## src/rtl/dsp_slice_pkg.sv

```systemverilog
package dsp_slice_pkg;

   localparam int RF_DEPTH = 4;
   localparam int RSEL_W   = $clog2(RF_DEPTH);

   typedef enum logic [2:0] {
      OP_ADD = 3'd0,
      OP_SUB = 3'd1,
      OP_AND = 3'd2,
      OP_OR  = 3'd3,
      OP_MIN = 3'd4,
      OP_MAX = 3'd5,
      OP_SHL = 3'd6,
      OP_ASR = 3'd7
   } s1_op_e;

   typedef enum logic [1:0] {
      M_ADDD = 2'd0,
      M_MUL  = 2'd1,
      M_MAC  = 2'd2,
      M_ESUB = 2'd3
   } s2_mode_e;

   typedef struct packed {
      logic [RSEL_W-1:0] rsel_d;
      logic [RSEL_W-1:0] rsel_c;
      logic [RSEL_W-1:0] rsel_b;
      logic [RSEL_W-1:0] rsel_a;
      s1_op_e            op;
      s2_mode_e          mode;
      logic              fixp;
      logic              clr;
      logic              osel;
   } cfg_t;

   localparam int CFG_W = $bits(cfg_t);

endpackage

```

## src/rtl/slice_regfile.sv

```systemverilog
module slice_regfile #(
   parameter int W     = 16,
   parameter int DEPTH = 4,
   localparam int AW   = $clog2(DEPTH)
) (
   input  logic          clk,
   input  logic          rst_n,
   input  logic          we,
   input  logic [AW-1:0] waddr,
   input  logic [W-1:0]  wdata,
   input  logic [AW-1:0] raddr,
   output logic [W-1:0]  rdata
);

   logic [W-1:0] mem [DEPTH];

   always_ff @(posedge clk or negedge rst_n) begin
      if (!rst_n) begin
         for (int i = 0; i < DEPTH; i++) mem[i] <= '0;
      end else if (we) begin
         mem[waddr] <= wdata;
      end
   end

   assign rdata = mem[raddr];

endmodule

```

## src/rtl/slice_stage1.sv

```systemverilog
module slice_stage1
   import dsp_slice_pkg::*;
#(
   parameter int W = 16,
   localparam int SH_W = $clog2(W)
) (
   input  s1_op_e       op,
   input  logic [W-1:0] a,
   input  logic [W-1:0] b,
   output logic [W-1:0] y
);

   logic [SH_W-1:0] amt;
   logic            a_lt_b;

   assign amt    = b[SH_W-1:0];
   assign a_lt_b = $signed(a) < $signed(b);

   always_comb begin
      unique case (op)
         OP_ADD:  y = a + b;
         OP_SUB:  y = a - b;
         OP_AND:  y = a & b;
         OP_OR:   y = a | b;
         OP_MIN:  y = a_lt_b ? a : b;
         OP_MAX:  y = a_lt_b ? b : a;
         OP_SHL:  y = a << amt;
         OP_ASR:  y = $signed(a) >>> amt;
         default: y = '0;
      endcase
   end

endmodule

```

## src/rtl/slice_stage2.sv

```systemverilog
module slice_stage2
   import dsp_slice_pkg::*;
#(
   parameter int W = 16,
   localparam int PW = 2 * W
) (
   input  s2_mode_e     mode,
   input  logic         fixp,
   input  logic         clr,
   input  logic [W-1:0] s1,
   input  logic [W-1:0] c,
   input  logic [W-1:0] d,
   input  logic [W-1:0] east,
   input  logic [W-1:0] acc,
   output logic [W-1:0] res,
   output logic [W-1:0] acc_nxt
);

   localparam logic [W-1:0] SAT_POS = {1'b0, {(W-1){1'b1}}};
   localparam logic [W-1:0] SAT_NEG = {1'b1, {(W-1){1'b0}}};

   logic signed [PW-1:0] prod;
   logic [W-1:0]         fix_res;
   logic [W-1:0]         mres;
   logic [W-1:0]         base;
   logic                 fix_ovf;

   assign prod    = $signed(s1) * $signed(c);
   assign fix_ovf = prod[PW-1] != prod[PW-2];
   assign fix_res = fix_ovf ? (prod[PW-1] ? SAT_NEG : SAT_POS) : prod[PW-2:W-1];
   assign mres    = fixp ? fix_res : prod[W-1:0];
   assign base    = clr ? '0 : acc;

   always_comb begin
      unique case (mode)
         M_ADDD: begin
            res     = s1 + d;
            acc_nxt = base;
         end
         M_MUL: begin
            res     = mres;
            acc_nxt = base;
         end
         M_MAC: begin
            res     = mres;
            acc_nxt = base + mres;
         end
         M_ESUB: begin
            res     = mres;
            acc_nxt = east - mres;
         end
         default: begin
            res     = '0;
            acc_nxt = acc;
         end
      endcase
   end

endmodule

```

## src/rtl/dsp_alu_slice.sv

```systemverilog
module dsp_alu_slice
   import dsp_slice_pkg::*;
#(
   parameter int W      = 16,
   parameter int DEPTH  = 4,
   localparam int AW    = $clog2(DEPTH),
   localparam int NOPS  = 4
) (
   input  logic                 clk,
   input  logic                 rst_n,
   input  logic [NOPS-1:0]      wr_en,
   input  logic [NOPS*AW-1:0]   wr_addr,
   input  logic [NOPS*W-1:0]    wr_data,
   input  logic                 cfg_valid,
   input  logic [CFG_W-1:0]     cfg_word,
   input  logic [W-1:0]         east_in,
   output logic [W-1:0]         res_out,
   output logic [W-1:0]         west_out
);

   if (W < 8) begin : g_bad_width
      $error("dsp_alu_slice: W must be at least 8");
   end
   if (AW != RSEL_W) begin : g_bad_depth
      $error("dsp_alu_slice: DEPTH must match the configuration select width");
   end

   // configuration register
   cfg_t   cfg_q;
   logic   v1_q;

   always_ff @(posedge clk or negedge rst_n) begin
      if (!rst_n) begin
         v1_q  <= 1'b0;
         cfg_q <= '0;
      end else begin
         v1_q <= cfg_valid;
         if (cfg_valid) cfg_q <= cfg_t'(cfg_word);
      end
   end

   // operand register files, never bypassed
   logic [AW-1:0] rsel  [NOPS];
   logic [W-1:0]  opnd  [NOPS];

   assign rsel[0] = cfg_q.rsel_a;
   assign rsel[1] = cfg_q.rsel_b;
   assign rsel[2] = cfg_q.rsel_c;
   assign rsel[3] = cfg_q.rsel_d;

   for (genvar g = 0; g < NOPS; g++) begin : g_rf
      slice_regfile #(.W(W), .DEPTH(DEPTH)) u_rf (
         .clk   (clk),
         .rst_n (rst_n),
         .we    (wr_en[g]),
         .waddr (wr_addr[g*AW +: AW]),
         .wdata (wr_data[g*W +: W]),
         .raddr (rsel[g]),
         .rdata (opnd[g])
      );
   end

   // stage 1
   s1_op_e       s1_op;
   logic [W-1:0] s1_res;

   assign s1_op = cfg_q.op;

   slice_stage1 #(.W(W)) u_s1 (
      .op (s1_op),
      .a  (opnd[0]),
      .b  (opnd[1]),
      .y  (s1_res)
   );

   logic         v2_q;
   logic [W-1:0] s1_q, c_q, d_q;
   s2_mode_e     mode_q;
   logic         fixp_q, clr_q, osel_q;

   always_ff @(posedge clk or negedge rst_n) begin
      if (!rst_n) begin
         v2_q   <= 1'b0;
         s1_q   <= '0;
         c_q    <= '0;
         d_q    <= '0;
         mode_q <= M_ADDD;
         fixp_q <= 1'b0;
         clr_q  <= 1'b0;
         osel_q <= 1'b0;
      end else begin
         v2_q <= v1_q;
         if (v1_q) begin
            s1_q   <= s1_res;
            c_q    <= opnd[2];
            d_q    <= opnd[3];
            mode_q <= cfg_q.mode;
            fixp_q <= cfg_q.fixp;
            clr_q  <= cfg_q.clr;
            osel_q <= cfg_q.osel;
         end
      end
   end

   // stage 2
   logic [W-1:0] s2_res, acc_nxt, acc_q, res_q;

   slice_stage2 #(.W(W)) u_s2 (
      .mode    (mode_q),
      .fixp    (fixp_q),
      .clr     (clr_q),
      .s1      (s1_q),
      .c       (c_q),
      .d       (d_q),
      .east    (east_in),
      .acc     (acc_q),
      .res     (s2_res),
      .acc_nxt (acc_nxt)
   );

   always_ff @(posedge clk or negedge rst_n) begin
      if (!rst_n) begin
         res_q <= '0;
         acc_q <= '0;
      end else if (v2_q) begin
         res_q <= osel_q ? s1_q : s2_res;
         acc_q <= acc_nxt;
      end
   end

   assign res_out  = res_q;
   assign west_out = acc_q;

endmodule

```

## config.mk

```make
export PLATFORM = sky130hd
export DESIGN_NAME = dsp_alu_slice
export DESIGN_NICKNAME = d
export VERILOG_FILES = /design/src/rtl/dsp_slice_pkg.sv /design/src/rtl/slice_regfile.sv /design/src/rtl/slice_stage1.sv /design/src/rtl/slice_stage2.sv /design/src/rtl/dsp_alu_slice.sv
export SDC_FILE = /design/constraint.sdc
export NUM_CORES = 2
export LEC_CHECK = 0
export CAP_MARGIN = 0
export CORE_MARGIN = 5
export CORE_UTILIZATION = 46
export CTS_CLUSTER_DIAMETER = 60
export CTS_CLUSTER_SIZE = 10
export DETAILED_ROUTE_END_ITERATION = 7
export GPL_ROUTABILITY_DRIVEN = 0
export PLACE_DENSITY = 0.74
export SYNTH_ARGS = -nofsm -noshare
export SYNTH_HDL_FRONTEND = slang
export SYNTH_SLANG_ARGS = --single-unit
```

## constraint.sdc

```tcl
create_clock -name clk -period 11.2 [get_ports clk]
set_input_delay 1.12 -clock clk [delete_from_list [all_inputs] [get_ports clk]]
set_output_delay 1.12 -clock clk [all_outputs]
set_load 0.005 [all_outputs]
```

Word-level counts from Yosys, hierarchy flattened
Cells that the tools add are included.
{"block": "word_totals", "reg_bits": 359, "in_bits": 111, "out_inout_bits": 32}
{"block": "classes", "n_addsub": 5, "n_mul": 1, "order_cmp": 13, "eq_ne": 11, "shift": 2, "mux": 34, "bitwise": 10, "n_reduce_logical": 8}
{"operator": "2-to-1 mux 16 bit", "count": 19}
{"operator": "bitwise mux 64 bit", "count": 4}
{"operator": "binary-select mux 16 bit (select 2 bit)", "count": 4}
{"operator": "demux 16 bit (select 2 bit)", "count": 4}
{"operator": "case mux 16 bit (8 select lines)", "count": 1}
{"operator": "adder 16 bit", "count": 3}
{"operator": "case mux 16 bit (3 select lines)", "count": 1}
{"operator": "multiplier 16 x 16 -> 32 bit", "count": 1}
{"operator": "case mux 16 bit (2 select lines)", "count": 1}
{"operator": "subtractor 16 bit", "count": 2}
{"operator": "greater-or-equal comparator 3 bit, second input constant", "count": 8}
{"operator": "NOT 2 -> 3 bit", "count": 8}
{"operator": "bitwise AND 16 bit", "count": 1}
{"operator": "less-than comparator 16 bit", "count": 1}
{"operator": "bitwise OR 16 bit", "count": 1}
{"operator": "left shift 16 x 4 -> 16 bit", "count": 1}
{"operator": ">>> shifter 16 x 4 -> 16 bit", "count": 1}
{"operator": "equality test 3 bit, second input constant", "count": 4}
{"operator": "less-than comparator 3 x 1 -> 1 bit, second input constant", "count": 4}
{"operator": "equality test 3 x 2 -> 1 bit, second input constant", "count": 2}
{"operator": "equality test 2 bit, second input constant", "count": 2}
{"operator": "logical AND 1 bit", "count": 4}
{"operator": "equality test 3 x 1 -> 1 bit, second input constant", "count": 1}
{"operator": "logical NOT 3 bit", "count": 1}
{"operator": "other kinds (5)", "count": 5}

Depth between registers and ports, before layout
{"block": "depth", "ltp_word": 7, "ltp_mapped": 36, "ltp_nobuf": 33}

Hierarchy
From an unflattened synthesis, not the netlist that was laid out.
{"block": "hier_totals", "cells_unflattened": 3022, "area_unflattened_um2": 32655.1}
{"module": "slice_stage2", "n_inst": 1, "cells_per_inst": 1556, "area_per_inst_um2": 12992.5, "seq_area_each_um2": 0.0}
{"module": "slice_regfile", "n_inst": 4, "cells_per_inst": 156, "area_per_inst_um2": 2792.7, "seq_area_each_um2": 1601.5}
{"module": "slice_stage1", "n_inst": 1, "cells_per_inst": 591, "area_per_inst_um2": 4266.6, "seq_area_each_um2": 0.0}
{"module": "dsp_alu_slice", "n_inst": 1, "cells_per_inst": 251, "area_per_inst_um2": 4225.3, "seq_area_each_um2": 2577.5}

Worst setup path before layout
No wires, ideal clock.
{"block": "synth_timing", "kind": "reg2reg", "startpoint": "reg s1_q[15]", "endpoint": "reg acc_q[14], in the netlist west_out[14]", "setup_time_ns": 0.126, "arrival_time_ns": 9.278, "setup_slack_ns": 1.796, "stages_incl_launch_ff": 34, "synth_period_minus_slack_ns": 9.404, "cell_sequence": "dfrtp_1 clkbuf_1 clkbuf_1 nand2_1 inv_1 fa_1 fa_1 fa_1 fa_1 fa_1 inv_1 fa_1 inv_1 ha_1 a21oi_1 o21ai_0 a2111oi_0 a21oi_1 o41ai_2 xnor2_1 buf_6 maj3_2 a21o_1 ha_1 fa_1 a21o_1 a21oi_1 o21bai_1 a2111oi_0 o31ai_1 a2111oi_0 nor2_1 xor2_1 a221o_1"}
{"block": "synth_between", "elab_chain_cells": 6, "elab_cells_between_ends": 8, "classes_between": "2 x add/sub; 1 x mul; 1 x eq/ne; 4 x mux"}
{"item": "start: declaration", "line_no": "dsp_alu_slice.sv:77", "rtl": "logic [W-1:0] s1_q, c_q, d_q;"}
{"item": "start signal: assignment", "line_no": "dsp_alu_slice.sv:94", "rtl": "s1_q <= s1_res;"}
{"item": "multiplier 16 x 16 -> 32 bit *", "line_no": "slice_stage2.sv:28", "rtl": "assign prod = $signed(s1) * $signed(c);"}
{"item": "2-to-1 mux 16 bit / inequality test 1 bit (equally long branches)", "line_no": "slice_stage2.sv:30, slice_stage2.sv:29"}
{"item": "2-to-1 mux 16 bit *", "line_no": "slice_stage2.sv:30", "rtl": "assign fix_res = fix_ovf ? (prod[PW-1] ? SAT_NEG : SAT_POS) : prod[PW-2:W-1];"}
{"item": "2-to-1 mux 16 bit *", "line_no": "slice_stage2.sv:31", "rtl": "assign mres = fixp ? fix_res : prod[W-1:0];"}
{"item": "subtractor 16 bit / adder 16 bit (equally long branches)", "line_no": "slice_stage2.sv:50, slice_stage2.sv:46"}
{"item": "case mux 16 bit (3 select lines) *", "line_no": "slice_stage2.sv:35", "rtl": "unique case (mode)"}
{"item": "end signal: assignment", "line_no": "dsp_alu_slice.sv:127", "rtl": "acc_q <= acc_nxt;"}
{"item": "end: declaration", "line_no": "dsp_alu_slice.sv:106", "rtl": "logic [W-1:0] s2_res, acc_nxt, acc_q, res_q;"}
Mark *: on every way between the ends. The rest lies on a longest branch, timed or not.
A chain may end at the register's enable or synchronous reset.

Worst setup path after layout
Same ends and word-level chain as after synthesis.

==> reports/results.txt <==
Core ar. = 67,400 µm²
DRT iter0 DRCs = 1,960
area leader, netlist = dfrtp_1
Tcrit/Tclk final = 92.20%
synthesized area = 31,400 µm²
status = completed
FFs w/ async S/R, synth = 100.0%
reg2reg start = s1_q[15]
Mapped Cells = 3,056
CTS Buffer Depth = 3
fin. max-slew vios = 0
Worst R2R Path Depth = 30
crit path from = s1_q[15]
max-cap viol count = 0
Worst setup endpoint = west_out[14]
first-pass GRT wire length = 134,900 µm
most common cell after layout, fill and taps aside = inv_1
XOR/XNOR Fraction of Synth Area = 2.371%
Most used DFF post-synth = dfrtp_1
htree depth = 2
largest cells by area after synthesis = dfrtp_1 (29%), fa_1 (17%), mux2_2 (11%)
largest family of logic cells by synthesized area = adder cells
Synth Area in Adders = 24.23%
via/cell ratio = 5.819
Max stage delay on crit path = 950 ps
Seq. cell area = 8985 µm²
DRT Wirelength = 83,050 µm
I/O pin count = 143
post-synthesis simple-gate area fraction = 11.19%
# port buffers = 142
CP Max Fanout = 20
cts repair resizes = 0
most frequent cells in the layout = inv_1 (365), dfrtp_1 (358), mux2_2 (312), fa_1 (267), nand2_1 (219)
Num CTS Buffers = 47
multiplexer area fraction after synthesis = 16.44%
Tot GR Track Use = 22.52%
share of layout cells above drive strength 1 = 15.72%
FF-to-FF End = west_out[14]
worst slew pin tran = 1358 ps
flop2flop setup slack = 870 ps
YS warnings = 0
CTS sink count = 359
fill cell count = 5,790
syn nets = 3,610
type of the worst setup path = flop to flop
slowest CP cell = fa_1
Die Wd = 271.3 µm
post-synthesis register bit count = 359
layout net count = 3,688
ANT nets after route = 0
post-synthesis compound-gate area fraction = 10.93%
total negative slack = 0 ps
Post-synth EDFFs = 0
# setup viols final = 0
Avg Cell Area, Syn = 10.28 µm²
Crit. End Element = flop
num rows = 95
Final Hold Violating Endpoints = 0
post-synth top area share = 28.61%
Clock Skews = 24.80 ps
Area growth syn-to-layout = 11.45%
fmax = 96.84 MHz
Worst-path clk slew = 60 ps
die area = 73,590 µm²
WL/cell = 20.64 µm
largest net degree at the start of global routing = 124
antenna violations before repair = 1
detailed placement HPWL = 62,440 µm
Die Ht = 271.3 µm
CP arrival = 10,790 ps
Worst Path Required = 11,660 ps
multi-input logic area = 20,490 µm²
Post-route DRC = 0
Root Buffer = clkbuf_16
Post-CTS Setup Inserts = 0
startpoint type of the worst setup path = flop
sequential fraction of the synthesis area = 28.61%
global route overflow = 0
Cell variety after synth = 82
crit path time final = 10,330 ps
CTS tree = built
clk_lat worst skew = 580 ps
max_slew headroom = 9.453%
CP dominant cell by count = fa_1
via count = 23,410
Initial Utilization = 46.59%
vias in the first global route = 24,300
Worst Hold Class = flop to flop
Initial DRT Pass Iterations = 8
cts hold-fix bufs = 0
RSZ-0062 raised after global routing = no
[state kept, by name, indices dropped and copies added (netlist names), 2 cells and up]
name,count
s1_op,3
c_q,16
cfg_q,13
mode_q,2
g_rf.u_rf.mem,256
west_out,16
s1_q,16
res_out,16
d_q,16
[cells in the mapped netlist, drive strengths merged, types with 6 or more instances]
master  count
or3        14
a211o       6
nand2     219
maj3        6
a211oi     37
o21a       19
o21bai     15
dfrtp     359
ha        176
a221o       8
mux4       59
mux2      312
xnor2      64
mux2i      32
o221ai      9
nand2b     22
a21o       31
xor2       21
a221oi      7
clkbuf    113
o22a        9
a31oi      25
fa        267
nor2      149
inv       365
o21ai     137
or2        13
nand3b     21
and2      125
o311ai      8
o211ai     15
and3       13
o31ai       7
nor2b      34
o22ai       9
a21oi     147
nor3       47
nand3      40
buf        31
nor3b       6
[layer usage]
metal  track usage (%)  wire (µm)  up-vias
met5                 0          0        -
met4             6.598       2625        0
met3             3.603       5835      170
met2             38.26      40480      886
met1             30.01      34100    11770
li1                  -          -    10580
[worst max-delay path: cells and delay by family (launching register included)]
family	cells	cell delay [ps]
adders and majority gates	8	4160
AOI/OAI and AO/OA	11	3410
and+or+nand+nor	7	1420
DFF	1	810
buffers and inverters	3	260
xor gates and xnor gates	1	150
[layout make-up]
cell class	count	area share, %
diodes	2	0.01430
clock buffers	54	3.643
clock inverters	9	0.3396
inverters	366	3.926
multi-input cells	2187	58.54
flip-flops and latches	359	25.67
well taps	873	3.121
repair buffers	173	4.741
[kinds of logic (layout without fill, tap and decap cells)]
family / Yosys count / in the layout
simple gates: 717 / 717
compound gates: 533 / 533
flops: 359 / 359
fa+ha+maj: 449 / 449
mux: 403 / 403
xor+xnor: 85 / 85
buf+inv: 510 / 602
other cells: 0 / 2
[through the flow]
stage                     hold slack, ps  setup slack (ps)  util [%]  area, µm²  instances
final                              495.0             873.5     51.93      35000       4023
after CTS                          497.5             968.8     51.92      34990       4021
after global placement             481.5              1241     49.85      33600       3958
after global routing               507.5             12.26     51.92      34990       4021
after detailed placement           484.2             992.3     49.85      33600       3958
after floorplan                    438.6              1796         -      31400       3056
[worst min-delay path by stage]
stage	from	to	slack, ps	cells after the start
4_1_cts	cfg_q[2]	fixp_q	500	2
3_3_place_gp	g_rf[0].u_rf.mem[27]	g_rf[0].u_rf.mem[27]	480	1
2_1_floorplan	v1_q	v2_q	440	0
5_1_grt	cfg_q[0]	cfg_q[0]	510	1
6_report	cfg_q[2]	fixp_q	490	2
3_5_place_dp	cfg_q[2]	fixp_q	480	2
Power is not shown: default switching activity piles up to over one toggle a cycle in this logic, so the estimate is an artifact.
